<file path="config.mk">
export PLATFORM = sky130hd
export DESIGN_NAME = evt_capture
export DESIGN_NICKNAME = d
export VERILOG_FILES = /design/src/rtl/cap_pkg.sv /design/src/rtl/cap_sync.sv /design/src/rtl/cap_filter.sv /design/src/rtl/cap_edge.sv /design/src/rtl/evt_capture.sv
export SDC_FILE = /design/constraint.sdc
export NUM_CORES = 1
export LEC_CHECK = 0
export ABC_AREA = 1
export BUFFER_PORTS_ARGS = -buffer_cell sky130_fd_sc_hd__buf_2
export CORE_MARGIN = 3
export CORE_UTILIZATION = 40
export CTS_BUF_LIST = sky130_fd_sc_hd__clkbuf_8
export DETAILED_ROUTE_END_ITERATION = 8
export GPL_ROUTABILITY_DRIVEN = 0
export PLACE_DENSITY = 0.72
export SYNTH_ARGS = -nofsm -noshare
export SYNTH_HDL_FRONTEND = slang
export SYNTH_SLANG_ARGS = --single-unit
</file>
<file path="constraint.sdc">
create_clock -name clk_i -period 2.6 [get_ports clk_i]
set_input_delay 0.52 -clock clk_i [delete_from_list [all_inputs] [get_ports clk_i]]
set_output_delay 0.52 -clock clk_i [all_outputs]
set_load 0.01 [all_outputs]
</file>
<file path="src/rtl/cap_pkg.sv">
package cap_pkg;
  typedef enum logic {SRC_PIN = 1'b0, SRC_CMP = 1'b1} evt_src_e;
  localparam int unsigned SYNC_STAGES_DEF = 2;
  localparam int unsigned FILT_LEN_DEF    = 4;
endpackage

</file>
<file path="src/rtl/cap_sync.sv">
module cap_sync #(
  parameter int unsigned STAGES = 2
) (
  input  logic clk_i,
  input  logic rst_ni,
  input  logic d_i,
  output logic q_o
);
  logic [STAGES-1:0] sr_q;

  always_ff @(posedge clk_i or negedge rst_ni) begin
    if (!rst_ni) sr_q[0] <= 1'b0;
    else         sr_q[0] <= d_i;
  end

  for (genvar i = 1; i < STAGES; i++) begin : g_stage
    always_ff @(posedge clk_i or negedge rst_ni) begin
      if (!rst_ni) sr_q[i] <= 1'b0;
      else         sr_q[i] <= sr_q[i-1];
    end
  end

  assign q_o = sr_q[STAGES-1];
endmodule

</file>
<file path="src/rtl/cap_filter.sv">
module cap_filter #(
  parameter int unsigned LEN = 4
) (
  input  logic clk_i,
  input  logic rst_ni,
  input  logic in_i,
  output logic filt_o
);
  localparam int unsigned HW = LEN - 1;

  logic [HW-1:0] hist_q;
  logic          all_hi, all_lo;

  always_ff @(posedge clk_i or negedge rst_ni) begin
    if (!rst_ni) hist_q <= '0;
    else         hist_q <= {hist_q[HW-2:0], in_i};
  end

  assign all_hi = in_i & (&hist_q);
  assign all_lo = ~in_i & ~(|hist_q);

  always_ff @(posedge clk_i or negedge rst_ni) begin
    if (!rst_ni)     filt_o <= 1'b0;
    else if (all_hi) filt_o <= 1'b1;
    else if (all_lo) filt_o <= 1'b0;
  end

  // output may only move toward the level just sampled
  AST_FILT_FOLLOWS: assert property (@(posedge clk_i) disable iff (!rst_ni)
    !$stable(filt_o) |-> ($past(in_i) == filt_o));
endmodule

</file>
<file path="src/rtl/cap_edge.sv">
module cap_edge (
  input  logic clk_i,
  input  logic rst_ni,
  input  logic lvl_i,
  input  logic rise_sel_i,
  output logic evt_o
);
  logic prev_q, rise, fall;

  always_ff @(posedge clk_i or negedge rst_ni) begin
    if (!rst_ni) prev_q <= 1'b0;
    else         prev_q <= lvl_i;
  end

  assign rise  = lvl_i & ~prev_q;
  assign fall  = ~lvl_i & prev_q;
  assign evt_o = rise_sel_i ? rise : fall;
endmodule

</file>
<file path="src/rtl/evt_capture.sv">
module evt_capture
  import cap_pkg::*;
#(
  parameter int unsigned CNT_W       = 16,
  parameter int unsigned SYNC_STAGES = SYNC_STAGES_DEF,
  parameter int unsigned FILT_LEN    = FILT_LEN_DEF
) (
  input  logic             clk_i,
  input  logic             rst_ni,
  input  logic [CNT_W-1:0] count_i,
  input  logic             pin_evt_i,
  input  logic             cmp_evt_i,
  input  logic             src_cmp_i,
  input  logic             edge_rise_i,
  input  logic             filt_en_i,
  input  logic             top_mode_i,
  input  logic             wr_en_i,
  input  logic [CNT_W-1:0] wr_data_i,
  input  logic             flag_clr_i,
  input  logic             irq_en_i,
  output logic [CNT_W-1:0] cap_val_o,
  output logic             flag_o,
  output logic             irq_o
);
  evt_src_e   src;
  logic       raw_evt, sync_lvl, filt_lvl, lvl, edge_evt, cap_evt;

  assign src     = evt_src_e'(src_cmp_i);
  assign raw_evt = (src == SRC_CMP) ? cmp_evt_i : pin_evt_i;

  cap_sync #(.STAGES(SYNC_STAGES)) u_sync (
    .clk_i(clk_i), .rst_ni(rst_ni), .d_i(raw_evt), .q_o(sync_lvl)
  );

  cap_filter #(.LEN(FILT_LEN)) u_filt (
    .clk_i(clk_i), .rst_ni(rst_ni), .in_i(sync_lvl), .filt_o(filt_lvl)
  );

  assign lvl = filt_en_i ? filt_lvl : sync_lvl;

  cap_edge u_edge (
    .clk_i(clk_i), .rst_ni(rst_ni), .lvl_i(lvl),
    .rise_sel_i(edge_rise_i), .evt_o(edge_evt)
  );

  assign cap_evt = edge_evt & ~top_mode_i;

  always_ff @(posedge clk_i or negedge rst_ni) begin
    if (!rst_ni)      cap_val_o <= '0;
    else if (wr_en_i) cap_val_o <= wr_data_i;
    else if (cap_evt) cap_val_o <= count_i;
  end

  always_ff @(posedge clk_i or negedge rst_ni) begin
    if (!rst_ni)         flag_o <= 1'b0;
    else if (cap_evt)    flag_o <= 1'b1;
    else if (flag_clr_i) flag_o <= 1'b0;
  end

  assign irq_o = flag_o & irq_en_i;

  AST_CAP_STAMP: assert property (@(posedge clk_i) disable iff (!rst_ni)
    (edge_evt && !top_mode_i && !wr_en_i) |=> (cap_val_o == $past(count_i)));
  AST_FLAG_SET: assert property (@(posedge clk_i) disable iff (!rst_ni)
    (edge_evt && !top_mode_i) |=> flag_o);
  AST_FLAG_CAUSE: assert property (@(posedge clk_i) disable iff (!rst_ni)
    $rose(flag_o) |-> $past(edge_evt && !top_mode_i));
  AST_TOP_HOLD: assert property (@(posedge clk_i) disable iff (!rst_ni)
    (top_mode_i && !wr_en_i) |=> ($stable(cap_val_o) && !$rose(flag_o)));
  AST_WR_LOAD: assert property (@(posedge clk_i) disable iff (!rst_ni)
    wr_en_i |=> (cap_val_o == $past(wr_data_i)));
endmodule

</file>
==> results of run 1 <==
cell families after synthesis:
| logic type | Yosys count | synth area share, % |
|---|---|---|
| AND/OR/NAND/NOR | 108 | 39.70 |
| multiplexers | 1 | 0.9708 |
| flip-flops | 24 | 51.78 |
| AO/OA/AOI/OAI | 2 | 0.8630 |
| buffers and inverters | 15 | 6.688 |
stage by stage:
| step | instances | worst slack (ps) |
|---|---|---|
| 2_1_floorplan | 150 | 1333 |
| 3_3_place_gp | 233 | 988.3 |
| 3_5_place_dp | 233 | 946.9 |
| 4_1_cts | 237 | 1198 |
| 5_1_grt | 237 | 1090 |
| 6_report | 237 | 1210 |
flip-flops by register name, summed over array words and instances, names as in the netlist:
signal         flops
u_sync.sr_q        1
u_filt.hist_q      3
u_edge.prev_q      1
cap_val_o         16
flag_o             1
u_filt.filt_o      1
u_sync.q_o         1
worst register-to-register path, delay by kind of cell, from the launching register on:
| family | cells | cell delay (ps) |
|---|---|---|
| DFF | 1 | 420 |
| and+or+nand+nor | 6 | 770 |
metal layers:
layer  up-vias  GRT usage [%]  share of wire [%]  routed length [um]
met5         -              0                  0                   0
met4         0          6.646                1.3                  34
met3         4          2.808                6.8                 176
met2        40          24.69                 50                1277
met1       482          20.82                 42                1084
li1        577              -                  -                   -
cell type report:
| cell class | count | area (um2) |
|---|---|---|
| Sequential cell | 24 | 600.6 |
| Multi-Input combinational cell | 111 | 481.7 |
| Fill cell | 253 | 1107 |
| Inverter | 8 | 30.03 |
| Tap cell | 30 | 37.54 |
| Clock buffer | 4 | 55.05 |
| Timing Repair Buffer | 60 | 300.3 |
placed cells by master, fill, tap and decap left out, drive strengths merged:
cell / instances
nor4: 1
dfrtp: 24
buf: 60
o21ai: 2
nand4: 1
nand2: 88
mux2: 1
clkbuf: 4
nand3: 18
inv: 8
how the worst min path moves through the flow:
stage                                         from                          to  cells after the start
final                                       rst_ni  u_filt.hist_q[0]$_DFF_PN0_                      1
after global routing                        rst_ni    cap_val_o[8]$_DFFE_PN0P_                      1
after CTS                                   rst_ni   cap_val_o[15]$_DFFE_PN0P_                      1
after detailed placement  u_sync.sr_q[0]$_DFF_PN0_        u_sync.q_o$_DFF_PN0_                      0
after global placement    u_sync.sr_q[0]$_DFF_PN0_        u_sync.q_o$_DFF_PN0_                      0
after floorplan                             rst_ni    cap_val_o[0]$_DFFE_PN0P_                      0
power breakdown:
group	total (W)	internal, W	switching [W]
clock	0.000246	0.000135	0.000111
sequential	0.000456	0.000426	0.0000300
combinational	0.000218	0.0000914	0.000126
==> impl_results.md, run 1 <==
* Drt first pass iters at 4
* Clock Tree Buf Depth at 2
* GRT Residual Overflow at 0
* Synth Flop Type: dfrtp_1
* Residual DRC at 0
* DR vias at 1,103
* Crit path largest cell delay at 390 ps
* Final hold violations at 0
* CP Max Fanout at 3
* Skew final at 2.221 ps
* Post-DP HPWL at 1967 um
* Worst Hold Class: in2async
* Port Buf Inserts at 60
* CTS tree: done
* Largest net degree at the start of global routing at 34
* # diodes at 0
* Layout cell share with drive strength beyond 1 at 34.30%
* #FFs+latches synth at 24
* Crit-path leading delay family: flip-flops
* Measured slew at the worst slew-check pin at 538.2 ps
* Mapped Area at 1160 um2
* Worst Setup EP: irq_o
* Syn_nets at 193
* Mean Syn Cell Area at 7.732 um2
* Global-route wire length before repair at 4250 um
* Max Cap Viol at 0
* Post-synth EDFFs at 0
* CTS Hold Bufs at 0
* Syn Inst Count at 150
* R2R depth at 6
* Pins Over Slew Limit at 0
* Async SR Flop Fraction at 100.0%
* Final setup viols at 0
* Core Footprint at 2613 um2
* Max Fclk at 0.7196 GHz
* YS warnings at 0
* Area post-placement at 1450 um2
* Peak VDD IR at 365.9 uV
* Synth top area share at 51.78%
* Drt total wl at 2572 um
* Post-cts resize count at 0
* Clk_lat worst skew at 260 ps
* Synth cell count leaders: nand2_1 (84), dfrtp_1 (24), nand3_1 (17)
* Min Clock Period, post-route at 1390 ps
* CTS H-Tree Depth at 1
* Row cnt at 18
* CTS Buf Count at 3
* Most common cell in the netlist: nand2_1
* Fin util at 57.61%
* WP depth at 3
* CP endpoint kind: primary output
* Postcts setup bufs at 0
* Vias in the first global route at 1,002
* Cells along the critical path: nand2_1, inv_1, buf_2
* Top Ports at 61
* Root buf cell: clkbuf_8
* Leakage Power at 0.9221 nW
* Starting Density at 44.40%
* RSZ-0062 raised after global routing: no
* Reg clk slew, reported paths at 80 ps
* Final instance area at 1505 um2
* Total power draw at 0.0009188 W
* Reg2reg start: u_sync.q_o$_DFF_PN0_
* Die W at 59.85 um
* R2R setup slack at 1310 ps
* Final clock period utilization by the worst path at 53.45%
* Initial DRC Count at 38
* Crit path kind: reg2out
* Worst R2R End: cap_val_o[1]$_DFFE_PN0P_
* Remaining antenna violation count at 0
* Slew HR at 64.06%
* Worst Path Arrival at 870 ps
* Area grow syn2layout at 29.77%
* Initial antenna violation count at 0
* Sequential element share of the synthesized area at 51.78%
* Startpoint Class: flop
* Slowest CP cell: dfrtp_1
* CP startpoint: flag_o$_DFFE_PN0P_
* Setup_tns at 0 ps
* Clk sink count at 24
* WL/cell at 10.85 um
* Die Footprint at 3582 um2
* Final Net Count at 251
* Top post-synthesis cells by area: dfrtp_1 (52%), nand2_1 (27%), nand3_1 (7.3%)
* WP data required at 2080 ps
* Via density at 4.654
* Die Ht at 59.85 um
* Fin Hold WS at 220.3 ps
* Synth area leader: dfrtp_1
* Unique masters post-synth at 15
* Status: finished, final reports clean
* PwrDens at 610.4 nW/um2
* Tot GR Track Use at 15.60%
* Buffer and inverter count on the worst path at 2
No activity file was read; power rests on OpenSTA's default activity.
==> run 2, diff against run 1 <==
==> constraint.sdc (replaced) <==
create_clock -name clk_i -period 1.5 [get_ports clk_i]
set_input_delay 0.3 -clock clk_i [delete_from_list [all_inputs] [get_ports clk_i]]
set_output_delay 0.3 -clock clk_i [all_outputs]
set_load 0.01 [all_outputs]
==> run 2 against run 1 <==
Non-clock buffer count up 1. Combinational power up 77%. Register-to-register slack got worse by 1100 ps. Setup slack got worse by 1000 ps. First-iteration DRC count decreased by 5.3%. Final area up 2.4%. Sequential power is 73% higher. Sequential share of layout area fell by 0.94 points.
==> impl_results.md, run 2 (synthesis gave the netlist of run 1 again) <==
* Initial DRC Count at 36
* Skew final at 5.992 ps
* Die W at 59.85 um
* Area grow syn2layout at 32.90%
* Die Ht at 59.85 um
* Residual DRC at 0
* Largest net degree at the start of global routing at 25
* Final Net Count at 252
* Most flop-heavy register: cap_val_o
* Final clock period utilization by the worst path at 85.97%
* PwrDens at 1122 nW/um2
* Root buf cell: clkbuf_8
* GRT Residual Overflow at 0
* Post-DP HPWL at 2079 um
* Postcts setup bufs at 0
* Reg2reg start: u_sync.q_o$_DFF_PN0_
* DR vias at 1,110
* Crit path kind: reg2reg
* CP Max Fanout at 18
* Status: finished, final reports clean
* Initial antenna violation count at 0
* Clk_lat worst skew at 260 ps
* Largest regs: cap_val_o x16, u_filt.hist_q x3
* Clk sink count at 24
* Reg clk slew, reported paths at 80 ps
* R2R depth at 6
* WP data required at 1660 ps
* Worst Path Arrival at 1450 ps
* CTS Hold Bufs at 0
* Tot GR Track Use at 15.90%
* Post-cts resize count at 0
* Max Cap Viol at 0
* Starting Density at 44.40%
* Max Fclk at 0.7755 GHz
* Clock Tree Buf Depth at 2
* CTS tree: done
* R2R setup slack at 210 ps
* Most common cell after layout, fill and taps aside: nand2_1
* Core Footprint at 2613 um2
* Most frequent cells in the layout: nand2_1 (84), buf_2 (60), dfrtp_1 (24)
* Global-route wire length before repair at 4347 um
* Top Ports at 61
* Die Footprint at 3582 um2
* Peak VDD IR at 617.8 uV
* Final hold violations at 0
* Row cnt at 18
* CP endpoint kind: flop
* CTS Buf Count at 3
* Final setup viols at 0
* Leakage Power at 0.9385 nW
* Setup_tns at 0 ps
* Via density at 4.664
* RSZ-0062 raised after global routing: no
* Vias in the first global route at 1,009
* Worst Hold Class: in2async
* Layout cell share with drive strength beyond 1 at 34.62%
* Slew HR at 65.35%
* Drt total wl at 2629 um
* Measured slew at the worst slew-check pin at 519.8 ps
* Pins Over Slew Limit at 0
* Remaining antenna violation count at 0
* Drt first pass iters at 4
* CTS H-Tree Depth at 1
* Max reg flops at 16
* Worst R2R End: cap_val_o[0]$_DFFE_PN0P_
* # diodes at 0
* Startpoint Class: flop
* Port Buf Inserts at 60
* Min Clock Period, post-route at 1290 ps
* WL/cell at 11.05 um
* Total power draw at 0.001730 W
## run 2: cell types whose count changed in the layout (fill, tap and decap cells not counted)
cell / change
buf_12: +1
bufinv_16: +1
clkbuf_8: -1
## run 2: final cells by class
cell class / count / area, um2
Fill cell: 236 / 1071
Sequential cell: 24 / 600.6
Multi-Input combinational cell: 111 / 481.7
Timing Repair Buffer: 61 / 320.3
Clock buffer: 3 / 41.29
Tap cell: 30 / 37.54
Clock inverter: 1 / 30.03
Inverter: 8 / 30.03
## run 2: how the worst max path moves through the flow
| stage | endpoint | depth (start not counted) | startpoint | slack, ps |
|---|---|---|---|---|
| 6_report | cap_val_o[0]$_DFFE_PN0P_ | 6 | u_sync.q_o$_DFF_PN0_ | 210 |
| 5_1_grt | cap_val_o[8]$_DFFE_PN0P_ | 6 | u_sync.q_o$_DFF_PN0_ | 50 |
| 4_1_cts | cap_val_o[0]$_DFFE_PN0P_ | 6 | u_sync.q_o$_DFF_PN0_ | 190 |
| 3_5_place_dp | cap_val_o[0]$_DFFE_PN0P_ | 7 | filt_en_i | 180 |
| 3_3_place_gp | cap_val_o[1]$_DFFE_PN0P_ | 7 | filt_en_i | 240 |
| 2_1_floorplan | cap_val_o[10]$_DFFE_PN0P_ | 7 | u_sync.q_o$_DFF_PN0_ | 380 |
## run 2: critical path, cell delays in order, from the launching register on
cell	delay [ps]
dfrtp_1	420
nand2_2	90
nand3_1	120
nand3_4	230
nand2_4	170
nand2_1	100
nand2_1	50
## run 2: per-layer routing
metal  GRT usage [%]  vias up  part of all wire, %  routed length [um]
met2           25.15       35                   49                1301
met3           2.808        5                  5.7                 151
met5               0        -                    0                   0
li1                -      582                    -                   -
met1           21.78      488                   43                1139
met4           5.696        0                  1.4                  36
## run 2: report_power, final
part | leakage, nW | total (W) | internal (W) | switching (W)
clock | 0.0357 | 0.000556 | 0.000356 | 0.000199
combinational | 0.611 | 0.000385 | 0.000164 | 0.000222
sequential | 0.292 | 0.000789 | 0.000738 | 0.0000508
## run 2: stage by stage
stage / util [%] / instance area (um2) / worst slack (ps) / hold WS [ps] / cells
2_1_floorplan: - / 1160 / 375.3 / 4.409 / 150
3_3_place_gp: 56.27 / 1470 / 244.6 / 297.3 / 234
3_5_place_dp: 56.27 / 1470 / 177.9 / 303.3 / 234
4_1_cts: 59.00 / 1541 / 188.5 / 13.87 / 238
5_1_grt: 59.00 / 1541 / 54.03 / 43.40 / 238
6_report: 59.00 / 1541 / 210.5 / 1.605 / 238
==> run 3, diff against run 2 <==
--- a/config.mk
+++ b/config.mk
@@ -7,6 +7,7 @@
 export LEC_CHECK = 0
 export ABC_AREA = 1
 export BUFFER_PORTS_ARGS = -buffer_cell sky130_fd_sc_hd__buf_2
+export CORE_ASPECT_RATIO = 1.25
 export CORE_MARGIN = 3
 export CORE_UTILIZATION = 40
 export CTS_BUF_LIST = sky130_fd_sc_hd__clkbuf_8
==> run 3 against run 2 <==
Final cell count rose by 2.1%. Via count rose by 0.63%. Fmax fell by 0.61%. Clock skew fell by 5.2 ps. Largest cell class unchanged. Sequential share of layout area did not move. Utilization fell by 2.6 points. Critical endpoint is now cap_val_o[2]$_DFFE_PN0P_. Flip-flop and latch count did not move. Setup slack got worse by 7.9 ps. Power rose by 0.86%. Register-to-register slack barely moved.
==> impl_results.md, run 3 (synthesis gave the netlist of run 1 again) <==
* Status: finished, final reports clean
* Crit-path leading delay family: simple AND/OR/NAND/NOR gates
* Crit path kind: reg2reg
* Worst R2R End: cap_val_o[2]$_DFFE_PN0P_
* Final clock period utilization by the worst path at 86.49%
* Remaining antenna violation count at 0
* Final setup viols at 0
* Final Net Count at 253
* Leakage Power at 0.9387 nW
* Reg area at 600.6 um2
* Most frequent cells in the layout: nand2_1 (84), buf_2 (60), dfrtp_1 (24)
* PnR worst setup slack at 202.6 ps
* Port Buf Inserts at 60
* Most common cell after layout, fill and taps aside: nand2_1
* Worst Hold Class: in2async
* CP Max Fanout at 18
* Postcts setup bufs at 0
* Slew HR at 64.57%
* Via density at 4.597
* Buffer and inverter count on the worst path at 0
* Fill cell count at 282
* Global-route wire length before repair at 4409 um
* Multi-input logic area at 481.7 um2
* Max Fclk at 0.7708 GHz
* Fin util at 56.41%
* Row cnt at 21
* Die W at 54.17 um
* Vias in the first global route at 1,045
* Post-cts resize count at 0
* Setup_tns at 0 ps
* Max reg flops at 16
* Max Cap Viol at 0
* Dpl cells at 239
* Measured slew at the worst slew-check pin at 531.4 ps
* WP data required at 1660 ps
* WL/cell at 11.47 um
* GRT Residual Overflow at 0
* Reg clk slew, reported paths at 90 ps
* CTS H-Tree Depth at 1
* Die Footprint at 3586 um2
* Area grow syn2layout at 32.90%
* Residual DRC at 0
* # diodes at 0
* Clk sink count at 24
* CTS Buf Count at 3
* Layout cell share with drive strength beyond 1 at 34.93%
* Initial DRC Count at 15
* Initial antenna violation count at 0
* Pins Over Slew Limit at 0
* Post-DP HPWL at 2103 um
* Slowest CP cell: dfrtp_1
* RSZ-0062 raised after global routing: no
* CTS tree: done
* Most flop-heavy register: cap_val_o
* Drt first pass iters at 4
* Core Footprint at 2733 um2
* R2R setup slack at 200 ps
* Tot GR Track Use at 16.90%
* Peak VDD IR at 601.5 uV
* Final Non-Filler Cells at 243
* Top Ports at 61
* Skew final at 0.8411 ps
* Drt total wl at 2788 um
* CTS Hold Bufs at 0
* Worst Path Arrival at 1460 ps
* Cell repeated most along the worst path: nand2_1
* R2R depth at 6
* Clk_lat worst skew at 260 ps
* Final hold violations at 0
* Largest regs: cap_val_o x16, u_filt.hist_q x3
* Post-Place Setup Slack at 183.3 ps
* Crit path largest cell delay at 420 ps
* CP endpoint kind: flop
* Root buf cell: clkbuf_8
* Clock Tree Buf Depth at 2
* Fin Hold WS at 1.412 ps
* Startpoint Class: flop
* Largest net degree at the start of global routing at 25
* Cells along the critical path: nand2_2, nand3_1, nand3_4, nand2_4, nand2_1, nand2_1
* DR vias at 1,117
* PwrDens at 1132 nW/um2
* Min Clock Period, post-route at 1297 ps
* Starting Density at 42.45%
* Reg2reg start: u_sync.q_o$_DFF_PN0_
* Die Ht at 66.21 um
[run 3: cell count changes in the layout (fill, tap and decap cells not counted), sizes merged]
| cell | before | now |
|---|---|---|
| buf | 61 | 62 |
[run 3: worst max-delay path by stage]
stage                              start                   endpoint  slack (ps)  depth (start not counted)
global placement               filt_en_i   cap_val_o[2]$_DFFE_PN0P_         210                          7
CTS                 u_sync.q_o$_DFF_PN0_   cap_val_o[2]$_DFFE_PN0P_         190                          6
floorplan           u_sync.q_o$_DFF_PN0_  cap_val_o[10]$_DFFE_PN0P_         380                          7
detailed placement             filt_en_i   cap_val_o[2]$_DFFE_PN0P_         180                          7
finish              u_sync.q_o$_DFF_PN0_   cap_val_o[2]$_DFFE_PN0P_         200                          6
global route        u_sync.q_o$_DFF_PN0_   cap_val_o[8]$_DFFE_PN0P_          60                          7
[run 3: layout make-up]
type,count,share of cell area [%]
clock buffer,3,2.679
clock inverter,1,1.948
inverter,8,1.948
multi-input combinational,111,31.25
sequential,24,38.96
tap,34,2.760
timing repair buffer,62,20.45
[run 3: worst register-to-register path: cells and delay by family, from the launching register on]
| kind | cells | cell delay (ps) |
|---|---|---|
| and+or+nand+nor | 6 | 770 |
| DFF | 1 | 420 |
[run 3: routing by layer]
layer	vias to the layer above	wire [um]	track usage (%)	part of all wire, %
li1	580	-	-	-
met1	496	1213	21.38	44
met2	37	1363	27.25	49
met3	4	168	2.483	6.0
met4	0	42	8.411	1.5
met5	-	0	0	0
[run 3: where the power goes]
group	switching (W)	total [W]	internal [W]
logic	0.000223	0.000385	0.000162
clock network	0.000209	0.000566	0.000357
registers	0.0000557	0.000794	0.000738
total	0.000488	0.00174	0.00126
[run 3: through the flow]
stage | power, W | instance area (um2)
finish | 0.001745 | 1541
global route | 0.001842 | 1541
CTS | 0.001760 | 1541
detailed placement | 0.001198 | 1470
global placement | 0.001190 | 1470
floorplan | 0.001025 | 1160
